===== src/rtl/sdram_init_pkg.sv =====
package sdram_init_pkg;

    typedef enum logic [2:0] {
        ST_STABLE,
        ST_PRECHG,
        ST_PRE_WAIT,
        ST_REFRESH,
        ST_REF_WAIT,
        ST_MODESET,
        ST_MODE_WAIT,
        ST_READY
    } init_state_t;

    typedef enum logic [1:0] {
        CMD_NOP,
        CMD_PRECHG,
        CMD_REFRESH,
        CMD_MODESET
    } init_cmd_t;

    typedef struct packed {
        logic cs_n;
        logic ras_n;
        logic cas_n;
        logic we_n;
    } pin_cmd_t;

    function automatic int clamp_min(input int v, input int lo);
        return (v < lo) ? lo : v;
    endfunction

    function automatic int max2(input int a, input int b);
        return (a > b) ? a : b;
    endfunction

endpackage


===== src/rtl/init_wait_timer.sv =====
module init_wait_timer #(
    parameter int         W       = 8,
    parameter logic [W-1:0] RST_VAL = '0
) (
    input  logic         clk,
    input  logic         rst_n,
    input  logic         load,
    input  logic [W-1:0] load_val,
    output logic         expired
);

    logic [W-1:0] cnt_q;

    always_ff @(posedge clk or negedge rst_n) begin
        if (!rst_n) begin
            cnt_q <= RST_VAL;
        end else if (load) begin
            cnt_q <= load_val;
        end else if (cnt_q != '0) begin
            cnt_q <= cnt_q - 1'b1;
        end
    end

    assign expired = (cnt_q == '0);

endmodule


===== src/rtl/init_ref_counter.sv =====
module init_ref_counter #(
    parameter int W     = 2,
    parameter int COUNT = 2
) (
    input  logic clk,
    input  logic rst_n,
    input  logic issue,
    output logic group_done
);

    localparam logic [W-1:0] TARGET = W'(COUNT);

    logic [W-1:0] issued_q;

    always_ff @(posedge clk or negedge rst_n) begin
        if (!rst_n) begin
            issued_q <= '0;
        end else if (issue && issued_q != TARGET) begin
            issued_q <= issued_q + 1'b1;
        end
    end

    assign group_done = (issued_q == TARGET);

endmodule


===== src/rtl/init_cmd_decode.sv =====
module init_cmd_decode
    import sdram_init_pkg::*;
#(
    parameter int ADDR_W = 12,
    parameter int AP_BIT = 10
) (
    input  init_cmd_t         cmd,
    input  logic [ADDR_W-1:0] mode_addr,
    output pin_cmd_t          pins,
    output logic [ADDR_W-1:0] addr
);

    always_comb begin
        pins = '{cs_n: 1'b0, ras_n: 1'b1, cas_n: 1'b1, we_n: 1'b1};
        addr = '0;
        unique case (cmd)
            CMD_NOP: begin
                pins = '{cs_n: 1'b0, ras_n: 1'b1, cas_n: 1'b1, we_n: 1'b1};
            end
            CMD_PRECHG: begin
                pins         = '{cs_n: 1'b0, ras_n: 1'b0, cas_n: 1'b1, we_n: 1'b0};
                addr[AP_BIT] = 1'b1;
            end
            CMD_REFRESH: begin
                pins = '{cs_n: 1'b0, ras_n: 1'b0, cas_n: 1'b0, we_n: 1'b1};
            end
            CMD_MODESET: begin
                pins = '{cs_n: 1'b0, ras_n: 1'b0, cas_n: 1'b0, we_n: 1'b0};
                addr = mode_addr;
            end
        endcase
    end

endmodule


===== src/rtl/sdram_pwrup_seq.sv =====
module sdram_pwrup_seq
    import sdram_init_pkg::*;
#(
    parameter int              CLK_MHZ       = 100,
    parameter int              REF_COUNT     = 2,
    parameter int              T_RP          = 3,
    parameter int              T_RFC         = 9,
    parameter int              T_MRD         = 2,
    parameter int              ADDR_W        = 12,
    parameter int              AP_BIT        = 10,
    parameter logic [ADDR_W-1:0] RSVD_MASK   = ADDR_W'(12'hC00),
    parameter logic [ADDR_W-1:0] MODE_WORD   = ADDR_W'(12'h032),
    parameter bit              USE_MODE_PORT = 1'b1
) (
    input  logic              clk,
    input  logic              rst_n,
    input  logic              mode_last,
    input  logic [ADDR_W-1:0] mode_word,
    output logic              cke,
    output logic              dqm,
    output logic              cs_n,
    output logic              ras_n,
    output logic              cas_n,
    output logic              we_n,
    output logic [ADDR_W-1:0] addr,
    output logic              init_done
);

    localparam int STABLE_US  = 200;
    localparam int STABLE_CYC = clamp_min(CLK_MHZ * STABLE_US, 1);
    localparam int REF_N      = clamp_min(REF_COUNT, 2);
    localparam int RP_C       = clamp_min(T_RP, 1);
    localparam int RFC_C      = clamp_min(T_RFC, 1);
    localparam int MRD_C      = clamp_min(T_MRD, 1);
    localparam int MAX_C      = max2(max2(STABLE_CYC, RP_C), max2(RFC_C, MRD_C));
    localparam int TW         = $clog2(MAX_C + 1);
    localparam int RW         = $clog2(REF_N + 1);

    init_state_t       state_q, state_nx;
    init_cmd_t         cmd;
    pin_cmd_t          pins;
    logic              tmr_load;
    logic [TW-1:0]     tmr_val;
    logic              tmr_expired;
    logic              refs_done;
    logic [ADDR_W-1:0] word_sel;
    logic [ADDR_W-1:0] mode_masked;

    // Mode word source and reserved-bit clearing
    assign word_sel    = USE_MODE_PORT ? mode_word : MODE_WORD;
    assign mode_masked = word_sel & ~RSVD_MASK;

    // State register
    always_ff @(posedge clk or negedge rst_n) begin
        if (!rst_n) begin
            state_q <= ST_STABLE;
        end else begin
            state_q <= state_nx;
        end
    end

    // Next-state logic
    always_comb begin
        state_nx = state_q;
        unique case (state_q)
            ST_STABLE: begin
                if (tmr_expired) state_nx = ST_PRECHG;
            end
            ST_PRECHG: begin
                state_nx = ST_PRE_WAIT;
            end
            ST_PRE_WAIT: begin
                if (tmr_expired) state_nx = mode_last ? ST_REFRESH : ST_MODESET;
            end
            ST_REFRESH: begin
                state_nx = ST_REF_WAIT;
            end
            ST_REF_WAIT: begin
                if (tmr_expired) begin
                    if (!refs_done)     state_nx = ST_REFRESH;
                    else if (mode_last) state_nx = ST_MODESET;
                    else                state_nx = ST_READY;
                end
            end
            ST_MODESET: begin
                state_nx = ST_MODE_WAIT;
            end
            ST_MODE_WAIT: begin
                if (tmr_expired) state_nx = mode_last ? ST_READY : ST_REFRESH;
            end
            ST_READY: begin
                state_nx = ST_READY;
            end
        endcase
    end

    // Outputs and timer control, decoded from the current state
    always_comb begin
        cmd       = CMD_NOP;
        tmr_load  = 1'b0;
        tmr_val   = '0;
        init_done = 1'b0;
        unique case (state_q)
            ST_STABLE, ST_PRE_WAIT, ST_REF_WAIT, ST_MODE_WAIT: begin
                cmd = CMD_NOP;
            end
            ST_PRECHG: begin
                cmd      = CMD_PRECHG;
                tmr_load = 1'b1;
                tmr_val  = TW'(RP_C - 1);
            end
            ST_REFRESH: begin
                cmd      = CMD_REFRESH;
                tmr_load = 1'b1;
                tmr_val  = TW'(RFC_C - 1);
            end
            ST_MODESET: begin
                cmd      = CMD_MODESET;
                tmr_load = 1'b1;
                tmr_val  = TW'(MRD_C - 1);
            end
            ST_READY: begin
                init_done = 1'b1;
            end
        endcase
    end

    init_wait_timer #(
        .W       (TW),
        .RST_VAL (TW'(STABLE_CYC - 1))
    ) u_timer (
        .clk      (clk),
        .rst_n    (rst_n),
        .load     (tmr_load),
        .load_val (tmr_val),
        .expired  (tmr_expired)
    );

    init_ref_counter #(
        .W     (RW),
        .COUNT (REF_N)
    ) u_refs (
        .clk        (clk),
        .rst_n      (rst_n),
        .issue      (state_q == ST_REFRESH),
        .group_done (refs_done)
    );

    init_cmd_decode #(
        .ADDR_W (ADDR_W),
        .AP_BIT (AP_BIT)
    ) u_decode (
        .cmd       (cmd),
        .mode_addr (mode_masked),
        .pins      (pins),
        .addr      (addr)
    );

    assign cs_n  = pins.cs_n;
    assign ras_n = pins.ras_n;
    assign cas_n = pins.cas_n;
    assign we_n  = pins.we_n;
    assign cke   = 1'b1;
    assign dqm   = 1'b1;

endmodule


===== config.mk =====
export PLATFORM = sky130hd
export DESIGN_NAME = sdram_pwrup_seq
export DESIGN_NICKNAME = d
export VERILOG_FILES = /design/src/rtl/sdram_init_pkg.sv /design/src/rtl/init_wait_timer.sv /design/src/rtl/init_ref_counter.sv /design/src/rtl/init_cmd_decode.sv /design/src/rtl/sdram_pwrup_seq.sv
export SDC_FILE = /design/constraint.sdc
export NUM_CORES = 1
export LEC_CHECK = 0
export ABC_CLOCK_PERIOD_IN_PS = 2200
export BUFFER_PORTS_ARGS = -buffer_cell sky130_fd_sc_hd__buf_2
export CAP_MARGIN = 20
export CORE_UTILIZATION = 40
export CTS_CLUSTER_SIZE = 20
export DETAILED_ROUTE_END_ITERATION = 7
export GPL_TIMING_DRIVEN = 0
export HOLD_SLACK_MARGIN = 0.15
export PLACE_DENSITY_LB_ADDON = 0.12
export SYNTH_ARGS = -nofsm -noshare
export SYNTH_HDL_FRONTEND = slang
export SYNTH_SLANG_ARGS = --single-unit

===== constraint.sdc =====
create_clock -name clk -period 2.2 [get_ports clk]
set_input_delay 0.11 -clock clk [delete_from_list [all_inputs] [get_ports clk]]
set_output_delay 0.11 -clock clk [all_outputs]
set_load 0.02 [all_outputs]

Yosys cells after proc, flatten, opt, wreduce, memory -nomap -nowiden
Cells that the tools add are included.

operators by class
  add/sub/neg operators = 2
  equality and inequality tests = 16
  multiplexer cells = 18
  reductions and logical operators = 8

operators with widths
  cell                   number
  $mux 15                2
  $pmux 3 s8             1
  $mux 3                 7
  $pmux 4 s4             1
  $logic_not 15->1       1
  $reduce_bool 15->1     1
  $sub 15x1->15 const B  1
  $eq 3x3->1 const B     4
  $pmux 4 s3             1
  $mux 10                1
  $ne 2x2->1 const B     5
  $eq 2x2->1 const B     3
  $eq 3x2->1 const B     2
  $pmux 2 s3             1
  $reduce_and 4->1       1
  $eq 3x1->1 const B     1
  $logic_not 3->1        1
  $mux 1                 3
  $reduce_or 3->1        1
  $add 2x1->2 const B    1
  $eq 2x1->1 const B     1
  $logic_not 2->1        1
  $mux 2                 1
  $reduce_bool 2->1      1
  $logic_and 1x1->1      1

storage, ports and cells
  flip-flop bits (word level) = 20
  input bits = 15
  output and inout bits = 19
  logic and storage cells = 47

Longest topological paths before layout
Gate-level depths: netlist of the first run.

  depth in word-level cells = 4
  gate-level depth with buffers = 7
  mapped depth without buffers = 6

Cells and area by module
From an unflattened synthesis of the first run, not the netlist that was laid out.

second synthesis, totals
  cell total of the unflattened synthesis = 136
  area total of the unflattened synthesis = 1293.7 µm²

modules (own cells, without submodules)
  module            instances  cells each  area an instance (µm²)  seq. area each (µm²)
  init_wait_timer   1          79          840.8                   386.6
  sdram_pwrup_seq   1          30          227.7                   75.1
  init_cmd_decode   1          19          122.6                   0.0
  init_ref_counter  1          8           102.6                   50.0

Worst setup path after synthesis of the first run
Ideal clock, no wire load.

  path kind = reg-to-reg
  from = reg u_timer.cnt_q[0]
  to = reg u_timer.cnt_q[6]
  setup time = 78 ps
  arrival time = 1914 ps
  required time = 2122 ps
  path slack = 208 ps
  stages on the path, launching flop included = 8
  buffers on the path = 1
  clock period less this slack = 1992 ps
  cell sequence = dfstp_2 > inv_1 > ha_1 > nor4b_1 > and4_1 > clkbuf_1 > or4_2 > a21oi_1

on the way
  word-level cells in the longest chain between the ends = 3
  elaborated cells between the ends (all ways) = 5
  those cells by class = 1 x add/sub; 2 x mux; 2 x reduce/logical

RTL lines
  element                 line                   RTL
  from (decl)             init_wait_timer.sv:12  logic [W-1:0] cnt_q;
  from (signal assigned)  init_wait_timer.sv:18  cnt_q <= load_val;
  from (signal assigned)  init_wait_timer.sv:20  cnt_q <= cnt_q - 1'b1;
  $sub 15x1->15           init_wait_timer.sv:20
  $mux 15                 init_wait_timer.sv:19  end else if (cnt_q != '0) begin
  $mux 15                 init_wait_timer.sv:17  end else if (load) begin

Parallel ways exist; a longest one is shown, timed or not. The select of a mux whose other input is x is not followed.
A chain may end at the register's enable or synchronous reset.

Final worst setup path of the first run
Same ends and word-level chain as after synthesis.

==> impl_metrics.py, run 1 <==
metrics = {
    "pwr": {
        "power_density_nw_per_um2": 1100,
        "vdd.ir_drop.worst_v": 0.000588,
        "power.static_leakage_nw": 0.690,
    },
    "sta": {
        "period_needed_ps": 2060,
        "tns_ps": 0,
        "max_freq_mhz": 485,
        "post-route-period-util_pct": 93.8,
        "report.final.slew_viol_count": 0,
        "whs_ps": 196,
        "tightest_slew_ps": 544,
        "hold_violations": 0,
        "setup_viol": 0,
        "finClkSkew_ps": 1.44,
        "layout_setup_ws_ps": 137,
        "rsz0062_at_grt": "no",
        "max_slew_margin_pct": 63.2,
    },
    "floorplanning": {
        "coreArea_um2": 3030,
        "die-area_um2": 3390,
        "fp.dieH_um": 58.3,
        "boundaryPins": 34,
        "fp.dieW_um": 58.3,
        "start_util_pct": 41.8,
        "rows": 20,
    },
    "worst_setup_path": {
        "cp_max_fo": 8,
        "r2r_slack_ps": 140,
        "critPathCapture": "u_timer.cnt_q[6]",
        "worstPathArrival_ps": 2300,
        "rr_worst_depth": 6,
        "cp.required_ps": 2440,
        "critical_path.endpoint_type": "register",
        "r2r-start": "u_timer.cnt_q[0]",
        "crit_path_start_kind": "register",
        "reg2reg_to": "u_timer.cnt_q[6]",
        "path_class": "register to register",
        "crit_start": "u_timer.cnt_q[0]",
    },
    "cells_and_area": {
        "fin_nets": 190,
        "drive_gt1_share_pct": 30.2,
        "area_growth_pct": 20.2,
        "n_antenna_cell": 0,
    },
    "place": {
        "dp_hpwl_mm": 2.11,
        "gp_congestion": 0.812,
        "io_buffers": 27,
        "pre_cts_slack_ps": 40.0,
    },
    "yosys": {
        "netlist_area_um2": 1270,
        "synth_warnings": 0,
        "synth.distinct_cells": 43,
        "synth_seq_area_share_pct": 40.4,
        "synth_area_per_cell_um2": 9.04,
        "netlist_instances": 140,
        "ys_seq_elements": 20,
    },
    "grt": {
        "grt-ovfl-total": 0,
        "grt_max_degree": 21,
        "antenna_found_initial": 0,
        "track_usage_pct": 18.0,
        "grt_pass1_vias": 1135,
        "grt_pass1_wl_mm": 4.80,
    },
    "detailed_routing": {
        "wl_per_cell_um": 12.4,
        "via_per_inst": 5.25,
        "routed_wl_mm": 2.67,
        "antenna_left": 0,
        "first_pass_iters": 4,
        "drtIter0Drc": 25,
        "num_vias": 1135,
        "drc_errors": 0,
    },
    "run": {
        "cap_violations": 0,
    },
    "cts": {
        "insertion_delay_ps": 300,
        "htree_levels": 1,
        "path_clk_slew_ps": 120,
        "postCtsSetupBuffers": 0,
        "cts_tree": "yes",
        "cts_buffer_depth": 2,
        "cts_buffers": 3,
        "cts_root_buffer": "clkbuf_4",
        "cts_sinks": 20,
    },
    "hold_path": {
        "hp-class": "input pin to register",
    },
    "run_status": {
        "outcome": "finished clean",
    },
}
## cell usage after synthesis (all sizes together)
cell type  instances  area share, %
a21oi              8            3.5
a32oi              2            1.4
and2               2           0.99
and3              11            5.4
and4               1           0.69
buf                4            2.4
clkbuf             7            2.1
clkinv             1           0.30
conb               2           0.59
dfrtp             11             22
dfstp              9             19
ha                 2            2.0
inv                5            1.5
mux2i              3            2.4
nand2              9            2.7
nand2b             5            2.5
nand3              1           0.39
nand3b             2            1.2
nand4              2           0.99
nor2               3           0.89
nor2b              3            1.5
nor3               8            3.2
nor3b              1           0.59
nor4               5            2.5
nor4b              2            1.4
o211a              1           0.79
o21a               2            1.2
o21ai              5            2.0
o21bai             1           0.59
o2bb2ai            1           0.69
o311a              1           0.79
o311ai             1           0.69
o31ai              1           0.59
o41ai              2            1.4
or2                1           0.49
or3                8            4.7
or4                4            2.8
xnor2              2            1.4
xor2               1           0.69
## through the flow
step	total power [W]	std cells	instance area, µm²	utilization [%]
floorplan	0.00121	142	1270	-
finish	0.00167	216	1520	50.2
global route	0.00183	216	1520	50.2
CTS	0.00169	218	1530	50.5
global placement	0.00135	213	1460	48.3
detailed placement	0.00138	213	1460	48.3
## layer usage
layer	vias up	global-route usage (%)	wire length [µm]
li1	573	-	-
met1	528	23.4	1240
met2	34	30.2	1290
met3	0	4.91	149
met4	0	3.06	0
met5	-	0	0
## timing repair
action / CTS / global route
gates resized for setup: 1 / 2
endpoints found under the setup margin: 1 / 7
hold buffers: 1 / 0
endpoints found under the hold margin: 20 / 0
## cell type report
type                       instances  area [µm²]
fill                             291        1510
multi-input combinational        105         683
sequential                        20         512
timing repair buffer              28         145
tap                               44        55.1
buffer                             9        50.0
clock inverter                     1        30.0
inverter                           6        23.8
clock buffer                       3        22.5
## kinds of logic after synthesis
kind of cell	share of synthesized area [%]
other cells	0.593
fa+ha+maj	1.98
buf+inv	6.23
compound gates	13.5
simple gates	32.8
flops	40.4
xor+xnor	2.08
mux	2.37
## layout by cell type (no fill, tap or decap), types with 4 or more instances in the layout
cell type	n
buf_2	27
dfrtp_1	11
inv_1	5
nor3_1	8
clkbuf_1	4
buf_4	4
conb_1	4
or3_1	6
nor4_1	5
a21oi_1	7
dfstp_2	9
nand2_1	9
nand2b_1	5
o21ai_0	5
and3_1	11
## worst max-delay path: stages (launching register included)
cell	delay, ps
dfstp_2	570
inv_1	50
ha_1	220
nor4b_1	180
and4_1	270
or4_2	550
a21oi_1	150
## where the power goes
part           internal [W]  total (W)  leakage, nW  switching [W]
clock network      0.000184   0.000302       0.0279       0.000118
logic              0.000308   0.000636        0.434       0.000328
registers          0.000566   0.000729        0.228       0.000163
## how the worst min path moves through the flow
stage,startpoint,to,slack (ps),depth (start not counted)
floorplan,rst_n,state_q[0],-190,0
global placement,rst_n,u_timer.cnt_q[13],80,1
detailed placement,rst_n,u_timer.cnt_q[7],90,1
CTS,mode_last,state_q[1],170,4
global route,mode_last,state_q[1],200,4
finish,mode_last,state_q[1],200,4
## state kept, by name (all words and copies together), names as in the netlist
register         count
state_q              3
u_refs.issued_q      2
u_timer.cnt_q       15
No activity file was read; power rests on OpenSTA's default activity.
==> inputs of run 2 (changes only) <==
Settings changed: ABC_AREA set to 1.
==> impl_metrics.py, run 2 <==
metrics = {
    "run_status": {
        "outcome": "finished clean",
    },
    "yosys": {
        "synth_area_leaders": "dfrtp_1 20%, dfstp_2 17%, nand2_1 11%",
        "netlist_area_um2": 1360,
        "ys_seq_elements": 20,
        "synth_edf_count": 0,
        "netlist_instances": 200,
        "synth.distinct_cells": 24,
        "synth_area_per_cell_um2": 6.79,
        "synth_seq_area_share_pct": 37.7,
        "yosysTopAreaCell": "dfrtp_1",
        "async_flop_share_pct": 100,
        "synth_warnings": 0,
        "synth_flop_cell": "dfrtp_1",
        "synth_top_area_share_pct": 20.3,
        "synth_common_cells": "39 x nand2_1, 39 x nor2_1, 33 x inv_1",
    },
    "pwr": {
        "power.static_leakage_nw": 0.895,
        "power_density_nw_per_um2": 1190,
        "vdd.ir_drop.worst_v": 0.000571,
        "power.total_w": 0.00189,
    },
    "sta": {
        "period_needed_ps": 1890,
        "rsz0062_at_grt": "no",
        "tns_ps": 0,
        "finClkSkew_ps": 2.22,
        "hold_violations": 0,
        "post-route-period-util_pct": 85.7,
        "setup_viol": 0,
        "report.final.slew_viol_count": 0,
        "max_freq_mhz": 530,
    },
    "run": {
        "cap_violations": 0,
    },
    "cells_and_area": {
        "final_cell_mix": "39 x nand2_1, 39 x nor2_1, 33 x inv_1, 27 x buf_2, 21 x nand3_1",
        "final_cell_count_no_fill": 278,
        "largest_reg_flops": 15,
        "drive_gt1_share_pct": 26.1,
        "n_antenna_cell": 0,
        "regMostFlops": "u_timer.cnt_q",
        "area_growth_pct": 17.2,
        "fin_nets": 252,
        "design_area_um2": 1590,
        "reg.largest.list": "u_timer.cnt_q x15, state_q x3, u_refs.issued_q x2",
    },
    "cts": {
        "cts_buffer_depth": 2,
        "postCtsSetupBuffers": 0,
        "cts_sinks": 20,
        "cts_root_buffer": "clkbuf_4",
        "insertion_delay_ps": 300,
        "htree_levels": 1,
        "cts_tree": "yes",
        "cts_buffers": 3,
        "path_clk_slew_ps": 120,
    },
    "grt": {
        "antenna_found_initial": 0,
        "grt-ovfl-total": 0,
        "grt_max_degree": 21,
        "grt_pass1_wl_mm": 4.75,
        "track_usage_pct": 17.7,
        "grt_pass1_vias": 1105,
    },
    "detailed_routing": {
        "wl_per_cell_um": 10.2,
        "drtIter0Drc": 37,
        "via_per_inst": 4.44,
        "drc_errors": 0,
        "antenna_left": 0,
        "num_vias": 1234,
        "first_pass_iters": 4,
        "routed_wl_mm": 2.84,
    },
    "floorplanning": {
        "boundaryPins": 34,
        "fp.dieH_um": 60.3,
        "start_util_pct": 43.4,
        "coreArea_um2": 3130,
        "die-area_um2": 3630,
        "rows": 20,
        "fp.dieW_um": 60.3,
    },
    "worst_setup_path": {
        "path_class": "register to primary output",
        "crit_top_cell": "nor2_1",
        "crit_path_start_kind": "register",
        "worst-path-buf-inv": 3,
        "worst-path-stages": 6,
        "cp.required_ps": 2090,
        "crit_family": "buffers and inverters",
        "rr_worst_depth": 9,
        "crit_path_top_delay_cell": "dfrtp_1",
        "slowest_delay_ps": 420,
        "worstPathArrival_ps": 1780,
        "crit_chain": "inv_1, nand2_1, nor2_1, clkinv_1, nor2_1, buf_2",
        "critical_path.endpoint_type": "primary output",
        "cp_max_fo": 10,
    },
    "place": {
        "dp.cells": 273,
        "gp_congestion": 0.783,
        "placed_cell_area_um2": 1560,
        "io_buffers": 27,
        "dp_hpwl_mm": 2.20,
    },
    "hold_path": {
        "hp-class": "input pin to register",
        "min_path_cells": 5,
    },
}
## run 2: cell count changes after synthesis, moves of 4 or more
cell | previous run | this run
nor2_1 | 3 | 39
nand2_1 | 9 | 39
inv_1 | 5 | 33
nand3_1 | 1 | 21
and3_1 | 11 | 0
clkbuf_1 | 7 | 0
nor3_1 | 8 | 1
or3_1 | 6 | 0
nand2b_1 | 5 | 0
nor4_1 | 5 | 0
nand2_2 | 0 | 4
nor2_2 | 0 | 4
## run 2: layer usage
metal  up-vias  track usage (%)  share of wire [%]
met1       530             24.6                 52
met5         -                0                  0
li1        672                -                  -
met3         5             2.81                5.1
met4         0             6.98                1.4
met2        27             27.3                 42
## run 2: tightest hold or removal path: cells and delay by family
family | cells | cell delay [ps]
buffers and inverters | 1 | 100
AO/OA/AOI/OAI | 1 | 60
AND/OR/NAND/NOR | 3 | 170
## run 2: per-stage QoR
step                      utilization, %  hold WS, ps  setup slack [ps]
after global placement              49.8         87.7               558
after CTS                           50.9          153               295
after global routing                50.9          173               106
final                               50.9          155               314
after floorplan                        -         -186               635
after detailed placement            49.8         85.3               569
## run 2: cell type report
class	count	area [µm²]
tap	44	55.1
fill	346	1540
timing repair buffer	28	145
clock buffer	4	26.3
buffer	6	48.8
multi-input combinational	140	671
inverter	36	135
sequential	20	512
## run 2: kinds of logic after synthesis
kind of cell	count (synthesis)	synth area share, %
xor gates and xnor gates	1	0.645
other	2	0.553
and+or+nand+nor	117	38.2
adders and majority gates	2	1.84
AOI/OAI and AO/OA	16	7.55
DFF	20	37.7
buffers and inverters	42	13.5
## run 2: final timing paths
| kind | start | endpoint | slack, ps |
|---|---|---|---|
| setup / recovery | state_q[1] | addr[6] | 310 |
| hold / removal | mode_last | state_q[1] | 150 |
| setup reg to reg | u_timer.cnt_q[0] | u_timer.cnt_q[1] | 550 |
| hold reg to reg | u_timer.cnt_q[14] | u_timer.cnt_q[14] | 480 |
| max in group asynchronous | rst_n | u_timer.cnt_q[2] | 1590 |
| min in group asynchronous | rst_n | u_timer.cnt_q[8] | 270 |
## run 2: repair_timing
item,CTS,global route
endpoints found under the hold margin,20,0
resized for setup,0,0
setup endpoints to repair,0,0
hold buffers,1,0
## run 2: report_power, final
part / internal [W] / switching (W) / total (W)
Combinational: 0.000354 / 0.000629 / 0.000983
Sequential: 0.000571 / 0.000149 / 0.000720
Clock: 0.0000707 / 0.000120 / 0.000191
